<file path="config.mk">
export PLATFORM = sky130hd
export DESIGN_NAME = prog_status_rdport
export DESIGN_NICKNAME = d
export VERILOG_FILES = /design/src/rtl/nvm_rd_pkg.sv /design/src/rtl/rd_access_det.sv /design/src/rtl/status_toggle.sv /design/src/rtl/rd_data_mux.sv /design/src/rtl/prog_status_rdport.sv
export SDC_FILE = /design/constraint.sdc
export NUM_CORES = 1
export LEC_CHECK = 0
export ABC_AREA = 1
export BUFFER_PORTS_ARGS = -buffer_cell sky130_fd_sc_hd__buf_2
export CORE_ASPECT_RATIO = 0.75
export CORE_MARGIN = 2
export CORE_UTILIZATION = 32
export CTS_CLUSTER_DIAMETER = 200
export CTS_CLUSTER_SIZE = 40
export DETAILED_ROUTE_END_ITERATION = 16
export PLACE_DENSITY = 0.62
export SYNTH_ARGS = -nofsm -noshare
export SYNTH_HDL_FRONTEND = slang
export SYNTH_SLANG_ARGS = --single-unit
export TNS_END_PERCENT = 1
</file>
<file path="constraint.sdc">
create_clock -name clk -period 1.2 [get_ports clk]
set_clock_uncertainty 0.1 [all_clocks]
set_input_delay 0.24 -clock clk [delete_from_list [all_inputs] [get_ports clk]]
set_output_delay 0.24 -clock clk [all_outputs]
set_load 0.01 [all_outputs]
</file>
<file path="src/rtl/nvm_rd_pkg.sv">
package nvm_rd_pkg;

   // Source selected for the read bus in a given cycle
   typedef enum logic [1:0] {
      SRC_IDLE   = 2'd0,
      SRC_ARRAY  = 2'd1,
      SRC_STATUS = 2'd2
   } rd_src_e;

endpackage

</file>
<file path="src/rtl/rd_access_det.sv">
module rd_access_det (
   input  logic clk,
   input  logic rst_n,
   input  logic chip_en_n,
   input  logic out_en_n,
   output logic rd_act,
   output logic rd_start
);
   logic prev_act_q;

   assign rd_act   = ~chip_en_n & ~out_en_n;
   assign rd_start = rd_act & ~prev_act_q;

   always_ff @(posedge clk) begin
      if (!rst_n) prev_act_q <= 1'b0;
      else        prev_act_q <= rd_act;
   end
endmodule

</file>
<file path="src/rtl/status_toggle.sv">
module status_toggle (
   input  logic clk,
   input  logic rst_n,
   input  logic rd_start,
   input  logic prog_busy,
   output logic tog_next
);
   logic tog_q;

   assign tog_next = tog_q ^ (rd_start & prog_busy);

   always_ff @(posedge clk) begin
      if (!rst_n) tog_q <= 1'b0;
      else        tog_q <= tog_next;
   end
endmodule

</file>
<file path="src/rtl/rd_data_mux.sv">
module rd_data_mux
   import nvm_rd_pkg::*;
#(
   parameter int DATA_W          = 8,
   parameter int ADDR_W          = 13,
   parameter int POLL_BIT        = 7,
   parameter int TOGGLE_BIT      = 6,
   parameter bit STATUS_ANY_ADDR = 1'b0
) (
   input  logic              rd_act,
   input  logic              prog_busy,
   input  logic [ADDR_W-1:0] addr,
   input  logic [ADDR_W-1:0] last_wr_addr,
   input  logic [DATA_W-1:0] array_rdata,
   input  logic [DATA_W-1:0] last_wr_data,
   input  logic              tog_bit,
   output logic [DATA_W-1:0] data_nxt
);
   rd_src_e           src;
   logic              addr_hit;
   logic [DATA_W-1:0] status_word;
   logic              unused_tog_src;

   assign unused_tog_src = last_wr_data[TOGGLE_BIT];

   generate
      if (STATUS_ANY_ADDR) begin : g_any_addr
         logic [ADDR_W-1:0] unused_addr_pair;
         assign unused_addr_pair = addr ^ last_wr_addr;
         assign addr_hit = 1'b1;
      end else begin : g_match_addr
         assign addr_hit = (addr == last_wr_addr);
      end
   endgenerate

   always_comb begin
      if (!rd_act)                    src = SRC_IDLE;
      else if (prog_busy && addr_hit) src = SRC_STATUS;
      else                            src = SRC_ARRAY;
   end

   always_comb begin
      for (int i = 0; i < DATA_W; i++) begin
         if (i == POLL_BIT)        status_word[i] = ~last_wr_data[i];
         else if (i == TOGGLE_BIT) status_word[i] = tog_bit;
         else                      status_word[i] = last_wr_data[i];
      end
   end

   always_comb begin
      case (src)
         SRC_STATUS: data_nxt = status_word;
         SRC_ARRAY:  data_nxt = array_rdata;
         default:    data_nxt = '0;
      endcase
   end
endmodule

</file>
<file path="src/rtl/prog_status_rdport.sv">
module prog_status_rdport #(
   parameter int DATA_W          = 8,
   parameter int ADDR_W          = 13,
   parameter int POLL_BIT        = 7,
   parameter int TOGGLE_BIT      = 6,
   parameter bit STATUS_ANY_ADDR = 1'b0,
   parameter bit REG_OUT         = 1'b1
) (
   input  logic              clk,
   input  logic              rst_n,
   input  logic              chip_en_n,
   input  logic              out_en_n,
   input  logic [ADDR_W-1:0] addr,
   input  logic [DATA_W-1:0] array_rdata,
   input  logic              prog_busy,
   input  logic [DATA_W-1:0] last_wr_data,
   input  logic [ADDR_W-1:0] last_wr_addr,
   output logic [DATA_W-1:0] bus_dout,
   output logic              bus_oe
);
   // Elaboration-time parameter checks
   generate
      if (DATA_W < 2) begin : g_bad_width
         $error("DATA_W must be at least 2");
      end
      if (ADDR_W < 1) begin : g_bad_addr
         $error("ADDR_W must be at least 1");
      end
      if (POLL_BIT == TOGGLE_BIT) begin : g_bad_bits
         $error("POLL_BIT and TOGGLE_BIT must differ");
      end
      if (POLL_BIT >= DATA_W || TOGGLE_BIT >= DATA_W || POLL_BIT < 0 || TOGGLE_BIT < 0) begin : g_bad_pos
         $error("status bit positions must lie inside DATA_W");
      end
   endgenerate

   logic              rd_act;
   logic              rd_start;
   logic              tog_next;
   logic [DATA_W-1:0] data_nxt;

   rd_access_det u_det (
      .clk       (clk),
      .rst_n     (rst_n),
      .chip_en_n (chip_en_n),
      .out_en_n  (out_en_n),
      .rd_act    (rd_act),
      .rd_start  (rd_start)
   );

   status_toggle u_tog (
      .clk       (clk),
      .rst_n     (rst_n),
      .rd_start  (rd_start),
      .prog_busy (prog_busy),
      .tog_next  (tog_next)
   );

   rd_data_mux #(
      .DATA_W          (DATA_W),
      .ADDR_W          (ADDR_W),
      .POLL_BIT        (POLL_BIT),
      .TOGGLE_BIT      (TOGGLE_BIT),
      .STATUS_ANY_ADDR (STATUS_ANY_ADDR)
   ) u_mux (
      .rd_act       (rd_act),
      .prog_busy    (prog_busy),
      .addr         (addr),
      .last_wr_addr (last_wr_addr),
      .array_rdata  (array_rdata),
      .last_wr_data (last_wr_data),
      .tog_bit      (tog_next),
      .data_nxt     (data_nxt)
   );

   generate
      if (REG_OUT) begin : g_reg_out
         logic              oe_q;
         logic [DATA_W-1:0] dout_q;
         always_ff @(posedge clk) begin
            if (!rst_n) begin
               oe_q   <= 1'b0;
               dout_q <= '0;
            end else begin
               oe_q   <= rd_act;
               dout_q <= data_nxt;
            end
         end
         assign bus_oe   = oe_q;
         assign bus_dout = dout_q;
      end else begin : g_comb_out
         assign bus_oe   = rd_act;
         assign bus_dout = data_nxt;
      end
   endgenerate
endmodule

</file>
# Yosys cells after proc, flatten, opt, wreduce, memory -nomap -nowiden
# Index checks and enable logic that the tools add are counted.
# classes
bitwise	8
n_eq_ne	3
n_reduce_logical	1
muxes	3
# op_table
op	n
$pmux 8 s2	1
$eq 13x13->1	1
$mux 2	2
$not 1->1	4
$and 1x1->1	3
$eq 2x1->1 const B	1
$eq 2x2->1 const B	1
$logic_and 1x1->1	1
$xor 1x1->1	1
# totals
output_inout_bits	9
regBits	10

# Logic depth before layout (Yosys ltp)
# Gate-level depths: netlist of run 1.
# logic_depth
depth_word	6
mapped_depth	10
depth_no_buf	10

# Hierarchy
# A second synthesis of run 1 with hierarchy kept.
# unflattened
cells_unflattened	138
area_unflattened_um2	779.5
# modules_own_cells
module	cells_per_inst	n_inst	seq_area_each_um2	area_per_inst_um2
rd_data_mux	94	1	0.0	419.2
prog_status_rdport	28	1	180.2	259.0
status_toggle	8	1	20.0	52.6
rd_access_det	8	1	20.0	48.8

# Least setup slack after synthesis of run 1
# No wires, ideal clock.
# synth_path
path_kind	input-to-reg
startpoint	in addr[2]
endpoint	reg g_reg_out.dout_q[0] (netlist: bus_dout[0])
setup_time_ns	0.123
cell_stages	9
setup_slack_ns	0.133
arrival_time_ns	0.844
n_path_buf	0
required_ns	0.977
path_cell_list	inv_1 -> nand2_1 -> nand2_1 -> nor2_1 -> nand2_1 -> nor2_2 -> nand2_2 -> nand3_1 -> a21oi_1
# synth_via
elab_chain_len	6
# synth_lines
item	line_no	source
from (decl)	prog_status_rdport.sv:13	input logic [ADDR_W-1:0] addr,
$eq 13x13->1 *	rd_data_mux.sv:32	assign addr_hit = (addr == last_wr_addr);
$logic_and 1x1->1 *	rd_data_mux.sv:38	else if (prog_busy && addr_hit) src = SRC_STATUS;
$mux 2 *	rd_data_mux.sv:38	
$mux 2 *	rd_data_mux.sv:37	if (!rd_act) src = SRC_IDLE;
$eq 2x1->1 or $eq 2x2->1 (tied branches)	rd_data_mux.sv:51	case (src)
$pmux 8 s2 *	rd_data_mux.sv:51	
to (signal assigned)	prog_status_rdport.sv:86	dout_q <= data_nxt;
to (decl)	prog_status_rdport.sv:79	logic [DATA_W-1:0] dout_q;
# Every way passes the cells marked *; elsewhere a longest branch is shown, timed or not.
# A chain may end at the register's enable or synchronous reset.

==> results of run 1 <==
## power breakdown
group          internal (mW)  switching (mW)  total (mW)  leakage [nW]
Sequential             0.342         0.00256       0.345        0.0815
Clock                  0.184           0.119       0.303        0.0210
Combinational          0.109           0.128       0.237         0.602
Total                  0.636           0.249       0.885         0.705
## cell type report
| type | instances | area (um2) | area share [%] |
|---|---|---|---|
| Clock buffer | 4 | 36.3 | 3.22 |
| Inverter | 29 | 109 | 9.65 |
| Tap cell | 34 | 42.5 | 3.77 |
| Timing Repair Buffer | 56 | 285 | 25.3 |
| Multi-Input combinational cell | 102 | 455 | 40.4 |
| Sequential cell | 10 | 200 | 17.7 |
## kinds of logic after synthesis
| group | after synthesis |
|---|---|
| AO/OA/AOI/OAI | 10 |
| buffers and inverters | 30 |
| flip-flops | 10 |
| AND/OR/NAND/NOR | 92 |
## through the flow
stage	total power, mW	utilization [%]	instance area, um2	hold slack [ns]
2_1_floorplan	0.475	-	769	0.278
3_3_place_gp	0.585	47.7	1090	0.356
3_5_place_dp	0.590	47.7	1090	0.371
4_1_cts	0.896	49.3	1130	0.0981
5_1_grt	0.945	49.3	1130	0.111
6_report	0.885	49.3	1130	0.0992
## cells in the final DEF, fill, tap and decap left out
cell type	Yosys	final
sky130_fd_sc_hd__nand2_1	54	54
sky130_fd_sc_hd__buf_2	1	54
sky130_fd_sc_hd__inv_1	27	27
sky130_fd_sc_hd__nor2_1	17	17
sky130_fd_sc_hd__dfxtp_1	10	10
sky130_fd_sc_hd__nand4_1	8	8
sky130_fd_sc_hd__nand3_1	8	8
sky130_fd_sc_hd__a21oi_1	8	8
sky130_fd_sc_hd__nor2_4	3	3
sky130_fd_sc_hd__clkbuf_4	0	3
sky130_fd_sc_hd__inv_2	2	2
sky130_fd_sc_hd__buf_4	0	2
sky130_fd_sc_hd__nor2_2	1	1
sky130_fd_sc_hd__o211ai_1	1	1
sky130_fd_sc_hd__nand2_2	1	1
sky130_fd_sc_hd__o21ai_1	1	1
sky130_fd_sc_hd__clkbuf_8	0	1
## routing by layer
metal	wire length (um)	track usage (%)
met1	922	17.9
met2	973	26.2
met3	146	5.90
met4	0	2.61
met5	0	0
## sequential cells by signal, indices dropped and copies added (netlist names)
register          count
u_tog.tog_q           1
u_det.prev_act_q      1
bus_dout              8
## worst paths after layout
check,startpoint,endpoint,slack [ns],depth (start not counted)
min reg2reg,u_tog.tog_q$_SDFF_PN0_,u_tog.tog_q$_SDFF_PN0_,0.38,2
max,u_det.prev_act_q$_SDFF_PN0_,bus_oe,0.12,1
max reg2reg,u_det.prev_act_q$_SDFF_PN0_,bus_dout[6]$_SDFF_PN0_,0.21,6
min,array_rdata[6],bus_dout[6]$_SDFF_PN0_,0.1,3
==> flow_results.xml, run 1 <==
<?xml version="1.0" encoding="UTF-8"?>
<metrics>
  <group name="run_status">
    <metric name="run_status" unit="">complete, no violations</metric>
  </group>
  <group name="clock_tree">
    <metric name="clk_buf_depth" unit="">2</metric>
    <metric name="tritoncts_clock_tree" unit="">done</metric>
    <metric name="cts_htree_levels" unit="">1</metric>
    <metric name="cts.repair_timing.setup_buffer_count" unit="">0</metric>
    <metric name="cts-buffers-inserted" unit="">3</metric>
    <metric name="cts_repair_resize_count" unit="">0</metric>
    <metric name="clock_transition_at_path_regs" unit="ns">0.07</metric>
    <metric name="postCtsHoldBufs" unit="">0</metric>
    <metric name="clock-sinks" unit="">10</metric>
    <metric name="insertion_delay" unit="ns">0.27</metric>
    <metric name="cts-root-buf" unit="">sky130_fd_sc_hd__clkbuf_4</metric>
  </group>
  <group name="global_route">
    <metric name="antenna_found_initial" unit="">0</metric>
    <metric name="number_of_global_route_vias_before_repair" unit="">841</metric>
    <metric name="total_overflow_reported_by_the_global_router" unit="">0</metric>
    <metric name="grt_first_pass_wirelength" unit="mm">3.19</metric>
    <metric name="gr-usage-all-layers" unit="%">15.1</metric>
    <metric name="largest_net_degree_at_the_start_of_global_routing" unit="">15</metric>
  </group>
  <group name="power_and_ir_drop">
    <metric name="power_per_cell_area" unit="mW/mm2">784</metric>
    <metric name="p_leak" unit="nW">0.705</metric>
    <metric name="max-vdd-ir-drop" unit="uV">343</metric>
  </group>
  <group name="die">
    <metric name="die_y" unit="um">46.5</metric>
    <metric name="pin_count" unit="">56</metric>
    <metric name="core_area" unit="mm2">0.00229</metric>
    <metric name="die_x" unit="um">60.6</metric>
    <metric name="floorplan.initialDensity" unit="%">33.6</metric>
    <metric name="dieArea" unit="mm2">0.00282</metric>
    <metric name="num_rows" unit="">15</metric>
  </group>
  <group name="logic_synthesis">
    <metric name="synth_top_family_by_area" unit="">simple AND/OR/NAND/NOR gates</metric>
    <metric name="syn-instance-count" unit="">142</metric>
    <metric name="post-synth-top-count-cell" unit="">sky130_fd_sc_hd__nand2_1</metric>
    <metric name="ys_seq_area_share" unit="%">26.0</metric>
    <metric name="asyncSetResetFlopFracSynth" unit="%">0</metric>
    <metric name="ys_ff_latch" unit="">10</metric>
    <metric name="top_cell_type_s_share_of_synthesized_area" unit="%">26.3</metric>
    <metric name="mappedNetlistArea" unit="um2">769</metric>
    <metric name="synthAdderAreaFrac" unit="%">0</metric>
    <metric name="share_of_synthesized_area_spent_on_multiplexers" unit="%">0</metric>
    <metric name="synth_simple_gate_area_share" unit="%">52.4</metric>
    <metric name="post_synth_num_cell_types" unit="">14</metric>
    <metric name="synth_edf_count" unit="">0</metric>
    <metric name="netlist_top_cells_count" unit="">sky130_fd_sc_hd__nand2_1 (54), sky130_fd_sc_hd__inv_1 (27), sky130_fd_sc_hd__nor2_1 (17), sky130_fd_sc_hd__dfxtp_1 (10)</metric>
    <metric name="yosysTopAreaCell" unit="">sky130_fd_sc_hd__nand2_1</metric>
    <metric name="yosys_most_used_dff" unit="">sky130_fd_sc_hd__dfxtp_1</metric>
    <metric name="synth-compound-area-share" unit="%">6.83</metric>
    <metric name="synth.net_count" unit="">189</metric>
    <metric name="yosys_warnings" unit="">0</metric>
    <metric name="synth.avg_cell_area" unit="um2">5.42</metric>
    <metric name="post_synth_xor_area_fraction" unit="%">0</metric>
    <metric name="largest_cells_by_area_after_synthesis" unit="">sky130_fd_sc_hd__nand2_1 (26%), sky130_fd_sc_hd__dfxtp_1 (26%), sky130_fd_sc_hd__inv_1 (13%)</metric>
  </group>
  <group name="timing">
    <metric name="setup-tns-final" unit="ns">0</metric>
    <metric name="fmax" unit="MHz">930</metric>
    <metric name="fin_hold_viols" unit="">0</metric>
    <metric name="slew-limit-headroom" unit="%">83.3</metric>
    <metric name="setup_violations" unit="">0</metric>
    <metric name="worst-slew-pin-transition" unit="ns">0.251</metric>
    <metric name="slew_violations" unit="">0</metric>
    <metric name="fin_crit" unit="ns">1.08</metric>
    <metric name="rsz_0062_raised_after_global_routing" unit="">false</metric>
    <metric name="layout_worst_path_cycle_share" unit="%">89.6</metric>
    <metric name="layout_setup_ws" unit="ns">0.124</metric>
  </group>
  <group name="critical_path">
    <metric name="worstSetupPathType" unit="">reg -&gt; out</metric>
    <metric name="worstPathRequired" unit="ns">0.86</metric>
    <metric name="setup.worst_path.end_class" unit="">primary output</metric>
    <metric name="path_max_fanout" unit="">2</metric>
    <metric name="worst-endpoint-arrival" unit="ns">0.74</metric>
    <metric name="worstPathBufferInverterCount" unit="">1</metric>
    <metric name="critPathMaxStageDelay" unit="ns">0.34</metric>
    <metric name="cell_class_contributing_the_biggest_share_of_worst_path_delay" unit="">flip-flops</metric>
    <metric name="cp_cell_sequence" unit="">buf_2</metric>
    <metric name="critical-path-slowest-cell" unit="">sky130_fd_sc_hd__dfxtp_1</metric>
    <metric name="start_kind" unit="">register</metric>
  </group>
  <group name="worst_hold_path">
    <metric name="hold_path_class" unit="">in -&gt; reg</metric>
  </group>
  <group name="place">
    <metric name="placed_instance_count" unit="">231</metric>
    <metric name="post-dp-hpwl" unit="mm">1.76</metric>
    <metric name="gpl.final_weighted_congestion" unit="">0.747</metric>
    <metric name="placement.io_buffers" unit="">54</metric>
    <metric name="preCtsSetupSlack" unit="ns">-0.126</metric>
  </group>
  <group name="job">
    <metric name="maxCapViolCount" unit="">0</metric>
  </group>
  <group name="finish">
    <metric name="num-nets-final" unit="">249</metric>
    <metric name="fillerInstances" unit="">261</metric>
    <metric name="fin_cells" unit="">235</metric>
    <metric name="layout-drive-gt1-share" unit="%">33.3</metric>
    <metric name="area.growth.synth_to_final" unit="%">46.7</metric>
    <metric name="antenna_cells_inserted" unit="">0</metric>
  </group>
  <group name="drt">
    <metric name="drt_iter0_drc" unit="">38</metric>
    <metric name="routed_wl" unit="mm">2.04</metric>
    <metric name="routed-via-count" unit="">1026</metric>
    <metric name="routed_wire_length_per_instance" unit="um">8.69</metric>
    <metric name="final_antenna_net_count" unit="">0</metric>
    <metric name="total_drc_errors_in_the_routed_layout" unit="">0</metric>
    <metric name="dr.pass1.iters" unit="">4</metric>
    <metric name="via_per_inst" unit="">4.37</metric>
  </group>
</metrics>
No activity file was read; power rests on OpenSTA's default activity.
==> run 2: changes to the inputs <==
--- a/config.mk
+++ b/config.mk
@@ -13,7 +13,7 @@
 export CTS_CLUSTER_DIAMETER = 200
 export CTS_CLUSTER_SIZE = 40
 export DETAILED_ROUTE_END_ITERATION = 16
-export PLACE_DENSITY = 0.62
+export PLACE_DENSITY = 0.66
 export SYNTH_ARGS = -nofsm -noshare
 export SYNTH_HDL_FRONTEND = slang
 export SYNTH_SLANG_ARGS = --single-unit
==> constraint.sdc (replaced) <==
create_clock -name clk -period 1.3 [get_ports clk]
set_clock_uncertainty 0.1 [all_clocks]
set_input_delay 0.26 -clock clk [delete_from_list [all_inputs] [get_ports clk]]
set_output_delay 0.26 -clock clk [all_outputs]
set_load 0.01 [all_outputs]
==> flow_results.xml, run 2 (synthesized netlist as in run 1, its figures left out) <==
<?xml version="1.0" encoding="UTF-8"?>
<metrics>
  <group name="run_status">
    <metric name="run_status" unit="">complete, no violations</metric>
  </group>
  <group name="global_route">
    <metric name="number_of_global_route_vias_before_repair" unit="">889</metric>
    <metric name="antenna_found_initial" unit="">0</metric>
    <metric name="total_overflow_reported_by_the_global_router" unit="">0</metric>
    <metric name="grt_first_pass_wirelength" unit="mm">3.42</metric>
    <metric name="gr-usage-all-layers" unit="%">16.3</metric>
    <metric name="largest_net_degree_at_the_start_of_global_routing" unit="">15</metric>
  </group>
  <group name="critical_path">
    <metric name="start_kind" unit="">primary input</metric>
    <metric name="ff2ff_path_depth" unit="">6</metric>
    <metric name="critPathMostFrequentCell" unit="">sky130_fd_sc_hd__nand2_1</metric>
    <metric name="worstSetupPathType" unit="">in -&gt; reg</metric>
    <metric name="worstPathRequired" unit="ns">1.40</metric>
    <metric name="setup.worst_path.end_class" unit="">register</metric>
    <metric name="critical-path-slowest-cell" unit="">sky130_fd_sc_hd__nor2_4</metric>
    <metric name="path_max_fanout" unit="">7</metric>
    <metric name="worst-endpoint-arrival" unit="ns">1.22</metric>
    <metric name="cp_cell_sequence" unit="">buf_2, nand2_1, nand2_1, nor2_1, nand2_1, nor2_4, nand4_1, a21oi_1</metric>
    <metric name="critPathMaxStageDelay" unit="ns">0.19</metric>
  </group>
  <group name="power_and_ir_drop">
    <metric name="p_leak" unit="nW">0.700</metric>
    <metric name="max-vdd-ir-drop" unit="uV">344</metric>
    <metric name="power_per_cell_area" unit="mW/mm2">734</metric>
    <metric name="power" unit="uW">823</metric>
  </group>
  <group name="finish">
    <metric name="seq_area" unit="um2">200</metric>
    <metric name="utilization_of_the_core_after_routing" unit="%">49.0</metric>
    <metric name="num-nets-final" unit="">248</metric>
    <metric name="fillerInstances" unit="">259</metric>
    <metric name="antenna_cells_inserted" unit="">0</metric>
    <metric name="commonest_cells_after_routing_fill_and_taps_aside" unit="">sky130_fd_sc_hd__nand2_1 (54), sky130_fd_sc_hd__buf_2 (54), sky130_fd_sc_hd__inv_1 (27), sky130_fd_sc_hd__nor2_1 (17), sky130_fd_sc_hd__dfxtp_1 (10)</metric>
    <metric name="largest_register_ff_count" unit="">8</metric>
    <metric name="area.growth.synth_to_final" unit="%">45.7</metric>
    <metric name="multi_input_area" unit="um2">455</metric>
    <metric name="layout-drive-gt1-share" unit="%">33.0</metric>
  </group>
  <group name="drt">
    <metric name="routed_wl" unit="mm">2.16</metric>
    <metric name="total_drc_errors_in_the_routed_layout" unit="">0</metric>
    <metric name="dr.pass1.iters" unit="">4</metric>
    <metric name="routed_wire_length_per_instance" unit="um">9.24</metric>
    <metric name="drt_iter0_drc" unit="">21</metric>
    <metric name="via_per_inst" unit="">4.24</metric>
    <metric name="routed-via-count" unit="">992</metric>
    <metric name="final_antenna_net_count" unit="">0</metric>
  </group>
  <group name="clock_tree">
    <metric name="cts-root-buf" unit="">sky130_fd_sc_hd__clkbuf_4</metric>
    <metric name="cts-buffers-inserted" unit="">3</metric>
    <metric name="clock-sinks" unit="">10</metric>
    <metric name="clk_buf_depth" unit="">2</metric>
    <metric name="postCtsHoldBufs" unit="">0</metric>
    <metric name="cts_htree_levels" unit="">1</metric>
    <metric name="insertion_delay" unit="ns">0.27</metric>
    <metric name="clock_transition_at_path_regs" unit="ns">0.07</metric>
    <metric name="cts_repair_resize_count" unit="">0</metric>
    <metric name="cts.repair_timing.setup_buffer_count" unit="">0</metric>
    <metric name="tritoncts_clock_tree" unit="">done</metric>
  </group>
  <group name="die">
    <metric name="floorplan.initialDensity" unit="%">33.6</metric>
    <metric name="dieArea" unit="mm2">0.00282</metric>
    <metric name="num_rows" unit="">15</metric>
    <metric name="die_y" unit="um">46.5</metric>
    <metric name="die_x" unit="um">60.6</metric>
    <metric name="core_area" unit="mm2">0.00229</metric>
    <metric name="pin_count" unit="">56</metric>
  </group>
  <group name="worst_hold_path">
    <metric name="hold_depth" unit="">3</metric>
    <metric name="hold_path_class" unit="">in -&gt; reg</metric>
  </group>
  <group name="timing">
    <metric name="worst-slew-pin-transition" unit="ns">0.254</metric>
    <metric name="fin_hold_viols" unit="">0</metric>
    <metric name="setup_violations" unit="">0</metric>
    <metric name="slew_violations" unit="">0</metric>
    <metric name="layout_setup_ws" unit="ns">0.183</metric>
    <metric name="holdWs" unit="ns">0.116</metric>
    <metric name="slew-limit-headroom" unit="%">83.0</metric>
    <metric name="layout_worst_path_cycle_share" unit="%">85.9</metric>
    <metric name="fmax" unit="MHz">895</metric>
    <metric name="fin_crit" unit="ns">1.12</metric>
    <metric name="rsz_0062_raised_after_global_routing" unit="">false</metric>
  </group>
  <group name="place">
    <metric name="post-dp-hpwl" unit="mm">1.82</metric>
    <metric name="preCtsSetupSlack" unit="ns">-0.0350</metric>
    <metric name="placement.io_buffers" unit="">54</metric>
    <metric name="gpl.final_weighted_congestion" unit="">0.792</metric>
  </group>
  <group name="job">
    <metric name="maxCapViolCount" unit="">0</metric>
  </group>
</metrics>
## run 2: final timing paths
check                         startpoint                     end  slack (ns)
max                      last_wr_addr[0]  bus_dout[7]$_SDFF_PN0_        0.18
min                       array_rdata[6]  bus_dout[6]$_SDFF_PN0_        0.12
max reg2reg  u_det.prev_act_q$_SDFF_PN0_  bus_dout[6]$_SDFF_PN0_        0.31
min reg2reg       u_tog.tog_q$_SDFF_PN0_  u_tog.tog_q$_SDFF_PN0_        0.38
## run 2: critical path, delay by kind of cell
family / cells / cell delay [ns]
AOI/OAI and AO/OA: 1 / 0.16
and+or+nand+nor: 6 / 0.67
buffers and inverters: 1 / 0.11
## run 2: cell type report
class	count	area share (%)
Clock buffer	4	3.24
Inverter	29	9.71
Multi-Input combinational cell	102	40.6
Sequential cell	10	17.9
Tap cell	34	3.79
Timing Repair Buffer	55	24.8
## run 2: report_power, final
part	internal, mW	total [mW]	switching (mW)
sequential	0.316	0.318	0.00257
combinational	0.0993	0.219	0.119
clock	0.170	0.286	0.116
## run 2: per-stage QoR
step	TNS (ns)	std cells	area (um2)
final	0	234	1120
after global routing	0	234	1120
after CTS	0	234	1120
after detailed placement	-0.238	230	1080
after global placement	-0.113	230	1080
after floorplan	0	142	769
## run 2: layer usage
layer	track usage (%)	routed length (um)
met5	0	0
met1	19.6	976
met3	5.06	111
met2	29.2	1080
met4	2.61	0
==> run 3: changes to the inputs <==
--- a/config.mk
+++ b/config.mk
@@ -5,15 +5,13 @@
 export SDC_FILE = /design/constraint.sdc
 export NUM_CORES = 1
 export LEC_CHECK = 0
-export ABC_AREA = 1
 export BUFFER_PORTS_ARGS = -buffer_cell sky130_fd_sc_hd__buf_2
-export CORE_ASPECT_RATIO = 0.75
 export CORE_MARGIN = 2
 export CORE_UTILIZATION = 32
 export CTS_CLUSTER_DIAMETER = 200
 export CTS_CLUSTER_SIZE = 40
 export DETAILED_ROUTE_END_ITERATION = 16
-export PLACE_DENSITY = 0.66
+export PLACE_DENSITY = 0.74
 export SYNTH_ARGS = -nofsm -noshare
 export SYNTH_HDL_FRONTEND = slang
 export SYNTH_SLANG_ARGS = --single-unit
==> constraint.sdc (replaced) <==
create_clock -name clk -period 1.2 [get_ports clk]
set_clock_uncertainty 0.1 [all_clocks]
set_input_delay 0.24 -clock clk [delete_from_list [all_inputs] [get_ports clk]]
set_output_delay 0.24 -clock clk [all_outputs]
set_load 0.01 [all_outputs]
==> flow_results.xml, run 3 <==
<?xml version="1.0" encoding="UTF-8"?>
<metrics>
  <group name="place">
    <metric name="placed_instance_count" unit="">129</metric>
    <metric name="placement.io_buffers" unit="">54</metric>
    <metric name="post-dp-hpwl" unit="mm">1.13</metric>
    <metric name="gpl.final_weighted_congestion" unit="">0.650</metric>
  </group>
  <group name="global_route">
    <metric name="largest_net_degree_at_the_start_of_global_routing" unit="">17</metric>
    <metric name="gr-usage-all-layers" unit="%">15.4</metric>
    <metric name="antenna_found_initial" unit="">0</metric>
    <metric name="number_of_global_route_vias_before_repair" unit="">568</metric>
    <metric name="grt_first_pass_wirelength" unit="mm">2.28</metric>
    <metric name="total_overflow_reported_by_the_global_router" unit="">0</metric>
  </group>
  <group name="die">
    <metric name="pin_count" unit="">56</metric>
    <metric name="die_x" unit="um">45.2</metric>
    <metric name="floorplan.initialDensity" unit="%">35.2</metric>
    <metric name="dieArea" unit="mm2">0.00204</metric>
    <metric name="core_area" unit="mm2">0.00154</metric>
    <metric name="die_y" unit="um">45.2</metric>
    <metric name="num_rows" unit="">14</metric>
  </group>
  <group name="run_status">
    <metric name="run_status" unit="">finished with violations</metric>
    <metric name="violations" unit="">negative setup slack</metric>
  </group>
  <group name="power_and_ir_drop">
    <metric name="power" unit="uW">875</metric>
    <metric name="p_leak" unit="nW">0.501</metric>
    <metric name="power_per_cell_area" unit="mW/mm2">844</metric>
    <metric name="max-vdd-ir-drop" unit="uV">686</metric>
  </group>
  <group name="clock_tree">
    <metric name="cts.repair_timing.setup_buffer_count" unit="">0</metric>
    <metric name="cts_htree_levels" unit="">1</metric>
    <metric name="insertion_delay" unit="ns">0.27</metric>
    <metric name="tritoncts_clock_tree" unit="">done</metric>
    <metric name="postCtsHoldBufs" unit="">0</metric>
    <metric name="clock-sinks" unit="">10</metric>
    <metric name="cts-root-buf" unit="">sky130_fd_sc_hd__clkbuf_4</metric>
    <metric name="clk_buf_depth" unit="">2</metric>
    <metric name="cts-buffers-inserted" unit="">3</metric>
    <metric name="clock_transition_at_path_regs" unit="ns">0.06</metric>
  </group>
  <group name="timing">
    <metric name="setup-tns-final" unit="ns">-0.153</metric>
    <metric name="fin_crit" unit="ns">1.23</metric>
    <metric name="slew-limit-headroom" unit="%">82.3</metric>
    <metric name="layout_worst_path_cycle_share" unit="%">103</metric>
    <metric name="fmax" unit="MHz">810</metric>
    <metric name="worst-slew-pin-transition" unit="ns">0.264</metric>
    <metric name="fin_hold_viols" unit="">0</metric>
    <metric name="slew_violations" unit="">0</metric>
    <metric name="setup_violations" unit="">8</metric>
    <metric name="layout_setup_ws" unit="ns">-0.0345</metric>
    <metric name="rsz_0062_raised_after_global_routing" unit="">true</metric>
  </group>
  <group name="logic_synthesis">
    <metric name="synth.net_count" unit="">106</metric>
    <metric name="synth.avg_cell_area" unit="um2">9.20</metric>
    <metric name="post_synth_num_cell_types" unit="">13</metric>
    <metric name="yosys_most_used_dff" unit="">sky130_fd_sc_hd__dfxtp_1</metric>
    <metric name="yosys_warnings" unit="">0</metric>
    <metric name="ys_ff_latch" unit="">10</metric>
    <metric name="syn-instance-count" unit="">59</metric>
    <metric name="synth_edf_count" unit="">0</metric>
    <metric name="netlist_top_cells_count" unit="">sky130_fd_sc_hd__nand2_1 (15), sky130_fd_sc_hd__xnor2_1 (13), sky130_fd_sc_hd__dfxtp_1 (10), sky130_fd_sc_hd__mux2i_1 (8), sky130_fd_sc_hd__nand4_1 (3)</metric>
    <metric name="post-synth-top-count-cell" unit="">sky130_fd_sc_hd__nand2_1</metric>
    <metric name="yosysTopAreaCell" unit="">sky130_fd_sc_hd__dfxtp_1</metric>
    <metric name="top_cell_type_s_share_of_synthesized_area" unit="%">36.9</metric>
    <metric name="mappedNetlistArea" unit="um2">543</metric>
    <metric name="largest_cells_by_area_after_synthesis" unit="">sky130_fd_sc_hd__dfxtp_1 (37%), sky130_fd_sc_hd__xnor2_1 (21%), sky130_fd_sc_hd__mux2i_1 (15%)</metric>
    <metric name="ys_seq_area_share" unit="%">36.9</metric>
    <metric name="asyncSetResetFlopFracSynth" unit="%">0</metric>
  </group>
  <group name="finish">
    <metric name="fin_cells" unit="">133</metric>
    <metric name="final_common_cell" unit="">sky130_fd_sc_hd__buf_2</metric>
    <metric name="num-nets-final" unit="">165</metric>
    <metric name="utilization_of_the_core_after_routing" unit="%">67.3</metric>
    <metric name="area.growth.synth_to_final" unit="%">91.0</metric>
    <metric name="largest_register_ff_count" unit="">8</metric>
    <metric name="commonest_cells_after_routing_fill_and_taps_aside" unit="">sky130_fd_sc_hd__buf_2 (43), sky130_fd_sc_hd__nand2_1 (15), sky130_fd_sc_hd__buf_6 (11), sky130_fd_sc_hd__dfxtp_1 (10)</metric>
    <metric name="layout-drive-gt1-share" unit="%">59.8</metric>
    <metric name="antenna_cells_inserted" unit="">0</metric>
  </group>
  <group name="worst_hold_path">
    <metric name="hold_path_end" unit="">u_tog.tog_q$_SDFF_PN0_</metric>
    <metric name="hold_path_class" unit="">in -&gt; reg</metric>
    <metric name="hold_depth" unit="">2</metric>
    <metric name="min_from" unit="">rst_n</metric>
  </group>
  <group name="critical_path">
    <metric name="worstSetupPathType" unit="">in -&gt; reg</metric>
    <metric name="worst-endpoint-arrival" unit="ns">1.33</metric>
    <metric name="ff2ff_path_depth" unit="">4</metric>
    <metric name="setup.worst_path.end_class" unit="">register</metric>
    <metric name="crit-reg2reg-launch" unit="">u_det.prev_act_q$_SDFF_PN0_</metric>
    <metric name="worstPathRequired" unit="ns">1.30</metric>
    <metric name="cp_cell_sequence" unit="">buf_2, xnor2_1, nand2_1, nor4_4, buf_12, mux2i_1</metric>
    <metric name="reg2reg_slack" unit="ns">0.06</metric>
    <metric name="critPathMaxStageDelay" unit="ns">0.34</metric>
    <metric name="start_kind" unit="">primary input</metric>
    <metric name="critical_path.reg2reg.endpoint" unit="">bus_dout[6]$_SDFF_PN0_</metric>
    <metric name="critical-path-slowest-cell" unit="">sky130_fd_sc_hd__nor4_4</metric>
    <metric name="path_max_fanout" unit="">8</metric>
  </group>
  <group name="drt">
    <metric name="drt_iter0_drc" unit="">7</metric>
    <metric name="total_drc_errors_in_the_routed_layout" unit="">0</metric>
    <metric name="routed_wl" unit="mm">1.66</metric>
    <metric name="final_antenna_net_count" unit="">0</metric>
    <metric name="via_per_inst" unit="">4.65</metric>
    <metric name="routed-via-count" unit="">619</metric>
    <metric name="routed_wire_length_per_instance" unit="um">12.5</metric>
    <metric name="dr.pass1.iters" unit="">3</metric>
  </group>
  <group name="job">
    <metric name="maxCapViolCount" unit="">0</metric>
  </group>
</metrics>
==> run 3: cell count changes after synthesis, moves of 2 or more <==
cell,previous run,this run
sky130_fd_sc_hd__mux2i_1,0,8
sky130_fd_sc_hd__xnor2_1,0,13
sky130_fd_sc_hd__nand4_1,8,3
sky130_fd_sc_hd__clkbuf_1,0,2
sky130_fd_sc_hd__and2_1,0,2
sky130_fd_sc_hd__nor2_1,17,1
sky130_fd_sc_hd__inv_2,2,0
sky130_fd_sc_hd__nand2_1,54,15
sky130_fd_sc_hd__inv_1,27,0
sky130_fd_sc_hd__nor2_4,3,0
sky130_fd_sc_hd__a21oi_1,8,0
sky130_fd_sc_hd__nand3_1,8,1
==> run 3: cell type report <==
class / count / area (um2)
fillers: 125 / 504
multi-input cells: 47 / 402
flip-flops and latches: 10 / 200
well taps: 16 / 20.0
repair buffers: 56 / 379
clock buffers: 4 / 36.3
==> run 3: stage by stage <==
step	hold slack [ns]	instance area [um2]	worst slack [ns]
floorplan	0.262	566	-0.274
global placement	0.367	888	-0.313
detailed placement	0.374	888	-0.329
CTS	0.0923	991	-0.0314
global route	0.101	1040	-0.126
finish	0.0965	1040	-0.0345
==> run 3: worst max path at each step <==
stage / start / to / cells after the start
2_1_floorplan: last_wr_addr[8] / bus_dout[0]$_SDFF_PN0_ / 4
3_3_place_gp: last_wr_addr[8] / bus_dout[7]$_SDFF_PN0_ / 6
3_5_place_dp: last_wr_addr[8] / bus_dout[4]$_SDFF_PN0_ / 6
4_1_cts: addr[6] / bus_dout[4]$_SDFF_PN0_ / 6
5_1_grt: last_wr_addr[4] / bus_dout[3]$_SDFF_PN0_ / 6
6_report: last_wr_addr[3] / bus_dout[4]$_SDFF_PN0_ / 6
==> run 3: critical path, delay by kind of cell <==
family | cells | cell delay (ns)
xor gates and xnor gates | 1 | 0.17
muxes | 1 | 0.18
and+or+nand+nor | 2 | 0.46
buffers and inverters | 2 | 0.28
==> run 3: power breakdown <==
part	internal, mW	switching [mW]
Clock	0.184	0.119
Sequential	0.342	0.00338
Combinational	0.143	0.0829
==> run 3: metal layers <==
layer | share of wire, % | wire length [um] | up-vias | global-route usage (%)
met2 | 48 | 789 | 49 | 25.1
met3 | 17 | 287 | 2 | 4.80
met5 | 0 | 0 | - | 0
met1 | 34 | 559 | 258 | 18.5
li1 | - | - | 310 | -
met4 | 1.4 | 24 | 0 | 7.06
==> run 3: cell families after synthesis <==
| group | Yosys count | share of synthesized area (%) |
|---|---|---|
| flip-flops | 10 | 36.9 |
| buffers and inverters | 2 | 1.38 |
| multiplexers | 8 | 14.7 |
| XOR/XNOR | 14 | 22.6 |
| AND/OR/NAND/NOR | 25 | 24.4 |
==> run 3: repair_timing <==
item                                    4_1_cts  5_1_grt
gates cloned                                  0        0
hold endpoints to repair                      0        0
pin swaps                                     8        8
resized for setup                            10        7
endpoints found under the setup margin        8        8
